<file path="src/rtl/pll_seq_pkg.sv">
package pll_seq_pkg;

    localparam int FRAME_BITS = 32;

    localparam logic [7:0] REG_PRE  = 8'h84;
    localparam logic [7:0] REG_MUL  = 8'h86;
    localparam logic [7:0] REG_POST = 8'h85;

    localparam int SLOTS_PER_DIE = 3;

    typedef enum logic [2:0] {
        ST_IDLE,
        ST_LOAD,
        ST_SHIFT,
        ST_GAP,
        ST_DONE
    } seq_state_t;

endpackage

</file>
<file path="src/rtl/pll_seq_tick.sv">
module pll_seq_tick #(
    parameter int DIV_W = 16
) (
    input  logic             clk,
    input  logic             rst_n,
    input  logic             run_i,
    input  logic [DIV_W-1:0] div_i,
    output logic             tick_o
);
    logic [DIV_W-1:0] cnt_q;
    logic [DIV_W-1:0] div_eff;

    always_comb begin
        div_eff = (div_i == '0) ? DIV_W'(1) : div_i;
        tick_o  = run_i && (cnt_q == div_eff - DIV_W'(1));
    end

    always_ff @(posedge clk or negedge rst_n) begin
        if (!rst_n) begin
            cnt_q <= '0;
        end else if (!run_i || tick_o) begin
            cnt_q <= '0;
        end else begin
            cnt_q <= cnt_q + DIV_W'(1);
        end
    end

endmodule

</file>
<file path="src/rtl/pll_seq_frame.sv">
module pll_seq_frame
    import pll_seq_pkg::*;
#(
    parameter int DIE_W = 2
) (
    input  logic [DIE_W-1:0]      die_i,
    input  logic [1:0]            slot_i,
    input  logic [7:0]            mul_hi_i,
    input  logic [7:0]            mul_lo_i,
    output logic [FRAME_BITS-1:0] frame_o
);
    logic [7:0] reg_byte;
    logic [7:0] die_byte;
    logic [15:0] data_word;

    always_comb begin
        die_byte  = 8'(die_i);
        reg_byte  = REG_PRE;
        data_word = 16'h0000;
        unique case (slot_i)
            2'd0: reg_byte = REG_PRE;
            2'd1: begin
                reg_byte  = REG_MUL;
                data_word = {mul_hi_i, mul_lo_i};
            end
            2'd2: reg_byte = REG_POST;
            default: reg_byte = REG_PRE;
        endcase
        frame_o = {reg_byte, die_byte, data_word};
    end

endmodule

</file>
<file path="src/rtl/pll_seq_shifter.sv">
module pll_seq_shifter #(
    parameter int FRAME_BITS = 32
) (
    input  logic                  clk,
    input  logic                  rst_n,
    input  logic                  load_i,
    input  logic [FRAME_BITS-1:0] frame_i,
    input  logic                  tick_i,
    output logic                  sclk_o,
    output logic                  mosi_o,
    output logic                  fin_o
);
    localparam int CNT_W = $clog2(FRAME_BITS);
    localparam logic [CNT_W-1:0] LAST_BIT = CNT_W'(FRAME_BITS - 1);

    logic [FRAME_BITS-1:0] shreg_q;
    logic [CNT_W-1:0]      bit_q;
    logic                  running_q;
    logic                  sclk_q;

    always_comb begin
        sclk_o = sclk_q;
        mosi_o = shreg_q[FRAME_BITS-1];
        fin_o  = running_q && tick_i && sclk_q && (bit_q == LAST_BIT);
    end

    always_ff @(posedge clk or negedge rst_n) begin
        if (!rst_n) begin
            shreg_q   <= '0;
            bit_q     <= '0;
            running_q <= 1'b0;
            sclk_q    <= 1'b0;
        end else if (load_i) begin
            shreg_q   <= frame_i;
            bit_q     <= '0;
            running_q <= 1'b1;
            sclk_q    <= 1'b0;
        end else if (running_q && tick_i) begin
            if (!sclk_q) begin
                sclk_q <= 1'b1;
            end else begin
                sclk_q <= 1'b0;
                if (bit_q == LAST_BIT) begin
                    running_q <= 1'b0;
                end else begin
                    shreg_q <= {shreg_q[FRAME_BITS-2:0], 1'b0};
                    bit_q   <= bit_q + CNT_W'(1);
                end
            end
        end
    end

    // data moves only together with a falling clock inside a frame
    assert_mosi_on_fall_R5: assert property (@(posedge clk) disable iff (!rst_n)
        (running_q && $past(running_q) && !$stable(mosi_o)) |-> $fell(sclk_q));

    // serial clock is low whenever no frame is being shifted
    assert_sclk_idle_low_R5: assert property (@(posedge clk) disable iff (!rst_n)
        (!running_q && $past(!running_q)) |-> !sclk_q);

endmodule

</file>
<file path="src/rtl/pll_cfg_seq.sv">
module pll_cfg_seq
    import pll_seq_pkg::*;
#(
    parameter int DIV_W    = 16,
    parameter int NUM_DIES = 4
) (
    input  logic             clk,
    input  logic             rst_n,
    input  logic             start_i,
    input  logic [DIV_W-1:0] half_div_i,
    input  logic [7:0]       mul_hi_i,
    input  logic [7:0]       mul_lo_i,
    output logic             sclk_o,
    output logic             mosi_o,
    output logic             cs_n_o,
    output logic             done_o
);
    localparam int DIE_W = (NUM_DIES > 1) ? $clog2(NUM_DIES) : 1;
    localparam logic [DIE_W-1:0] LAST_DIE  = DIE_W'(NUM_DIES - 1);
    localparam logic [1:0]       LAST_SLOT = 2'(SLOTS_PER_DIE - 1);

    seq_state_t state_q, state_d;

    logic [DIE_W-1:0] die_q;
    logic [1:0]       slot_q;
    logic [7:0]       mul_hi_q, mul_lo_q;
    logic [DIV_W-1:0] div_q;
    logic             gap_half_q;
    logic             cs_n_q, done_q;

    logic                  tick;
    logic                  fin;
    logic                  last_frame;
    logic [FRAME_BITS-1:0] frame;

    assign last_frame = (die_q == LAST_DIE) && (slot_q == LAST_SLOT);

    pll_seq_tick #(.DIV_W(DIV_W)) tick_i (
        .clk    (clk),
        .rst_n  (rst_n),
        .run_i  ((state_q == ST_SHIFT) || (state_q == ST_GAP)),
        .div_i  (div_q),
        .tick_o (tick)
    );

    pll_seq_frame #(.DIE_W(DIE_W)) frame_i (
        .die_i    (die_q),
        .slot_i   (slot_q),
        .mul_hi_i (mul_hi_q),
        .mul_lo_i (mul_lo_q),
        .frame_o  (frame)
    );

    pll_seq_shifter #(.FRAME_BITS(FRAME_BITS)) shift_i (
        .clk     (clk),
        .rst_n   (rst_n),
        .load_i  (state_q == ST_LOAD),
        .frame_i (frame),
        .tick_i  (tick),
        .sclk_o  (sclk_o),
        .mosi_o  (mosi_o),
        .fin_o   (fin)
    );

    // next-state decision
    always_comb begin
        state_d = state_q;
        unique case (state_q)
            ST_IDLE:  if (start_i) state_d = ST_LOAD;
            ST_LOAD:  state_d = ST_SHIFT;
            ST_SHIFT: if (fin) state_d = ST_GAP;
            ST_GAP:   if (tick && gap_half_q) state_d = last_frame ? ST_DONE : ST_LOAD;
            ST_DONE:  state_d = ST_IDLE;
            default:  state_d = ST_IDLE;
        endcase
    end

    // state register together with the sequence counters and captured settings
    always_ff @(posedge clk or negedge rst_n) begin
        if (!rst_n) begin
            state_q    <= ST_IDLE;
            die_q      <= '0;
            slot_q     <= '0;
            mul_hi_q   <= '0;
            mul_lo_q   <= '0;
            div_q      <= '0;
            gap_half_q <= 1'b0;
        end else begin
            state_q <= state_d;
            if (state_q == ST_IDLE && start_i) begin
                die_q    <= '0;
                slot_q   <= '0;
                mul_hi_q <= mul_hi_i;
                mul_lo_q <= mul_lo_i;
                div_q    <= half_div_i;
            end
            if (state_q == ST_SHIFT) begin
                gap_half_q <= 1'b0;
            end else if (state_q == ST_GAP && tick) begin
                gap_half_q <= ~gap_half_q;
                if (gap_half_q && !last_frame) begin
                    if (slot_q == LAST_SLOT) begin
                        slot_q <= '0;
                        die_q  <= die_q + DIE_W'(1);
                    end else begin
                        slot_q <= slot_q + 2'd1;
                    end
                end
            end
        end
    end

    // registered outputs, aligned with the state register
    always_ff @(posedge clk or negedge rst_n) begin
        if (!rst_n) begin
            cs_n_q <= 1'b1;
            done_q <= 1'b0;
        end else begin
            cs_n_q <= (state_d != ST_SHIFT);
            done_q <= (state_d == ST_DONE);
        end
    end

    assign cs_n_o = cs_n_q;
    assign done_o = done_q;

    // no clock activity while the chip is deselected
    assert_cs_high_sclk_low_R6: assert property (@(posedge clk) disable iff (!rst_n)
        cs_n_o |-> !sclk_o);

    // a release of chip select lasts more than one cycle
    assert_cs_gap_R6: assert property (@(posedge clk) disable iff (!rst_n)
        $rose(cs_n_o) |=> cs_n_o);

    // completion is a single-cycle pulse with the chip deselected
    assert_done_single_R8: assert property (@(posedge clk) disable iff (!rst_n)
        done_o |=> !done_o);

    assert_done_deselect_R8: assert property (@(posedge clk) disable iff (!rst_n)
        done_o |-> cs_n_o);

    // a start while shifting leaves the captured payload untouched
    assert_start_ignored_R9: assert property (@(posedge clk) disable iff (!rst_n)
        (state_q == ST_SHIFT && start_i) |=> ($stable(mul_hi_q) && $stable(mul_lo_q) && $stable(div_q)));

endmodule

</file>
<file path="config.mk">
export PLATFORM = sky130hd
export DESIGN_NAME = pll_cfg_seq
export DESIGN_NICKNAME = d
export VERILOG_FILES = /design/src/rtl/pll_seq_pkg.sv /design/src/rtl/pll_seq_tick.sv /design/src/rtl/pll_seq_frame.sv /design/src/rtl/pll_seq_shifter.sv /design/src/rtl/pll_cfg_seq.sv
export SDC_FILE = /design/constraint.sdc
export NUM_CORES = 1
export LEC_CHECK = 0
export BUFFER_PORTS_ARGS = -buffer_cell sky130_fd_sc_hd__buf_2
export CAP_MARGIN = 20
export CORE_ASPECT_RATIO = 0.5
export CORE_MARGIN = 5
export CORE_UTILIZATION = 60
export DETAILED_ROUTE_END_ITERATION = 7
export PLACE_DENSITY = 0.8
export SLEW_MARGIN = 40
export SYNTH_ARGS = -nofsm -noshare
export SYNTH_HDL_FRONTEND = slang
export SYNTH_SLANG_ARGS = --single-unit
export TNS_END_PERCENT = 10
</file>
<file path="constraint.sdc">
create_clock -name clk -period 6.8 [get_ports clk]
set_clock_uncertainty 0.1 [all_clocks]
set_input_delay 0.34 -clock clk [delete_from_list [all_inputs] [get_ports clk]]
set_output_delay 0.34 -clock clk [all_outputs]
set_load 0.01 [all_outputs]
</file>
==> impl_results.md <==
- Layout cells sized above 1: 17.8%
- Num CTS Buffers: 9
- Synth async-reset ratio: between 90% and 100%
- Final setup violation count: 0
- CTS tree: yes
- Status: completed
- Sw power: around 0.00035 W
- Synthesized area: 5030 um^2
- H-Tree Depth: 3
- Maxcap violations: 0
- Slack of the critical path: 2.24 ns
- Die Height: ~75 um
- Flop-to-flop setup slack: 2.24 ns
- Root buffer cell: clkbuf_16
- Multi-input gate area: 2410 um^2
- Critical path arrival: 4.69 ns
- Setup Buffers After CTS: 0
- Gate Count Post-Synth: 517
- Avg Cell Area, Syn: 9.72 um^2
- Area of the die: 10400 um^2
- Slew @ Worst Pin: 0.739 ns
- First-pass GRT wire length: around 17000 um
- IO buf count: 38
- Residual DRC: 0
- Worst-path maximum fanout: 32
- Hold buffer count at CTS: 1
- Post-synth EDFFs: 0
- Drt total wl: 10100 um
- Post-route ant nets: 0
- Final net count: roughly 590
- Slew Viols, Final: 0
- CP Class: reg -> reg
- Lkg Pwr: 2.65 nW
- Setup crit end kind: flop
- Final Hold Vio Count: 0
- Crit path largest cell delay: 0.52 ns
- Clock period minus worst slack: approximately 4.6 ns
- Worst Setup Slack post-DPL: 2.04 ns
- Total GRT Usage: 20.6%
- IO Pins: 39
- Internal: 0.000989 W
- R2R depth: 13
- Relative slew slack: 50.7%
- Num Clock Sinks: 97
- Vias in the first global route: 3666
- DP HPWL: 6940 um
- Initial DRC count: around 290
- Register area share after synthesis: about half
- Maximum vdd ir drop: 170 uV
- Crit path buf inv count: 1
- Sequential cell area: 2430 um^2
- Reg-to-reg startpoint: div_q[7]$_DFFE_PN0P_
- Ys flop type: dfrtp_1
- Synthesis warning total: 0
- Via/cell ratio: roughly 5.5
- Synthesized net count: 557
- Max Clk Rate: 219 MHz
- Starting Density: 62.2%
- Req. time, crit path: 6.93 ns
- Total Negative Setup Slacks: 0 ns
- # fillers: 624
- Clock power frac: 38.3%
- RSZ-0062 raised after global routing: no
- Final period util: 67.1%
- CP Capture Point: shift_i.shreg_q[9]$_DFFE_PN0P_
- Reg power frac: 49.7%
- CP top delay family: simple AND/OR/NAND/NOR gates
- Switching share of power: 26.0%
- Slowest-stage cell, CP: nor4_4
- Worst Setup SP: div_q[7]$_DFFE_PN0P_
- GP Congestion: between 0.9 and 1
- Hold Slack: 0.0848 ns
- Post-cts sizing count: 0
- Most common cell after layout, fill and taps aside: nand2_1
- PwrDens: around 240 nW/um^2
- Library cells used by synthesis: 67
- CP Cell Sequence: nor4_4, and4_1, a21oi_1, ha_1, nor3b_1, a31o_2, a311oi_1, a311o_1, nand4_2, nor4_4, buf_4, or2_2, mux2_2
- Reg2reg end: shift_i.shreg_q[9]$_DFFE_PN0P_
- Crit path depth: 13
- Core area: roughly 8100 um^2
- Combinational Power Share: 12.0%
- Antenna violations before repair: 0
- Die X: 139 um
- WL/cell: 15.2 um
- Total number of vias: 3670
- Clock slew at the register clock pins of the worst setup and hold paths: 0.07 ns
- Area growth, synth to finish: 10.8%
- Num rows: 23
- Clock Tree Buf Depth: 2
- Clock Latency Late Sink: 0.34 ns
- Total power: between 0.001 and 0.0015 W
- Worst hold path class: in -> reg
- DRT Pass-1 Iters: 4
- Ant diodes: 0
- Most frequent cells in the layout: 130 x nand2_1, 96 x dfrtp_1, 37 x nor2_1, 37 x buf_2, 18 x xnor2_1
- Crit path top cell by count: nor4_4
- Seq cells post-synth: 97
- Remaining Overflow, GRT: 0
- Largest net degree at the start of global routing: 74
- Startpoint types: flop
Yosys cell counts, types with 4 or more instances:
cell	count	area share, %
a22o_1	15	2.6
a211oi_1	8	1.2
nand2_1	130	9.7
or2_2	4	0.50
o21ai_0	9	0.90
mux2_4	6	1.8
mux2_2	10	2.2
and3_1	6	0.75
nor2_1	38	2.8
nand3_1	16	1.6
nand2b_1	5	0.62
nor3_1	11	1.1
mux2i_1	8	1.6
dfrtp_1	96	48
inv_1	11	0.82
xnor2_1	18	3.1
a21oi_1	8	0.80
xor2_1	12	2.1
nand3b_1	10	1.5
a22oi_1	4	0.60
ha_1	5	1.2
clkbuf_1	12	0.90
buf_4	5	0.75
metal layers:
metal | global-route usage (%) | routed length (um)
met1 | 27.5 | 4850
met2 | 35.4 | 4840
met3 | 3.87 | 302
met4 | 6.07 | 84
met5 | 0 | 0
layout make-up:
| cell class | instances | area share, % |
|---|---|---|
| inverters | 11 | 0.741 |
| clock buffers | 10 | 4.29 |
| flip-flops and latches | 97 | 43.6 |
| well taps | 112 | 2.52 |
| repair buffers | 45 | 4.51 |
| multi-input cells | 382 | 43.2 |
| clock inverters | 5 | 1.15 |
metrics by stage:
step                      utilization (%)  instances  area, um^2
after floorplan                         -        517        5030
after global placement               64.9        646        5250
after detailed placement             65.0        646        5260
after CTS                            68.9        662        5570
after global routing                 68.9        662        5570
final                                68.9        662        5570
power groups by stage:
| stage | registers [W] | clock network, W | logic (W) |
|---|---|---|---|
| 2_1_floorplan | 0.000655 | 0 | 0.000128 |
| 3_3_place_gp | 0.000674 | 0 | 0.000156 |
| 3_5_place_dp | 0.000675 | 0 | 0.000160 |
| 4_1_cts | 0.000664 | 0.000521 | 0.000162 |
| 5_1_grt | 0.000671 | 0.000543 | 0.000180 |
| 6_report | 0.000665 | 0.000512 | 0.000160 |
kinds of logic after synthesis:
kind of cell    count (synthesis)  share of synthesized area (%)
buf+inv                        38                           4.01
flops                          97                           48.3
mux                            24                           5.62
fa+ha+maj                       5                           1.24
xor+xnor                       31                           5.55
simple gates                  251                           24.5
compound gates                 71                           10.8
how the worst min path moves through the flow:
stage,startpoint,endpoint,slack [ns],cells after the start
final,half_div_i[5],div_q[5]$_DFFE_PN0P_,0.08,3
after global routing,mul_lo_i[1],mul_lo_q[1]$_DFFE_PN0P_,0.09,3
after CTS,half_div_i[5],div_q[5]$_DFFE_PN0P_,0.08,3
after detailed placement,rst_n,tick_i.cnt_q[5]$_DFF_PN0_,0.16,1
after global placement,rst_n,tick_i.cnt_q[5]$_DFF_PN0_,0.16,1
after floorplan,rst_n,die_q[0]$_DFF_PN0_,-0.06,0
worst min-delay path, delay by kind of cell:
kind,cells,cell delay (ns)
AND/OR/NAND/NOR,2,0.08
buffers and inverters,1,0.07
flip-flops by register name, indices dropped and copies added (netlist names):
name	cells
cs_n_o	1
die_q	2
div_q	16
done_o	1
gap_half_q	1
mul_hi_q	8
mul_lo_q	8
shift_i.bit_q	5
shift_i.running_q	1
shift_i.sclk_o	1
shift_i.shreg_q	32
slot_q	2
state_q	3
tick_i.cnt_q	16
Note: power is estimated with default switching activity, not from simulation.
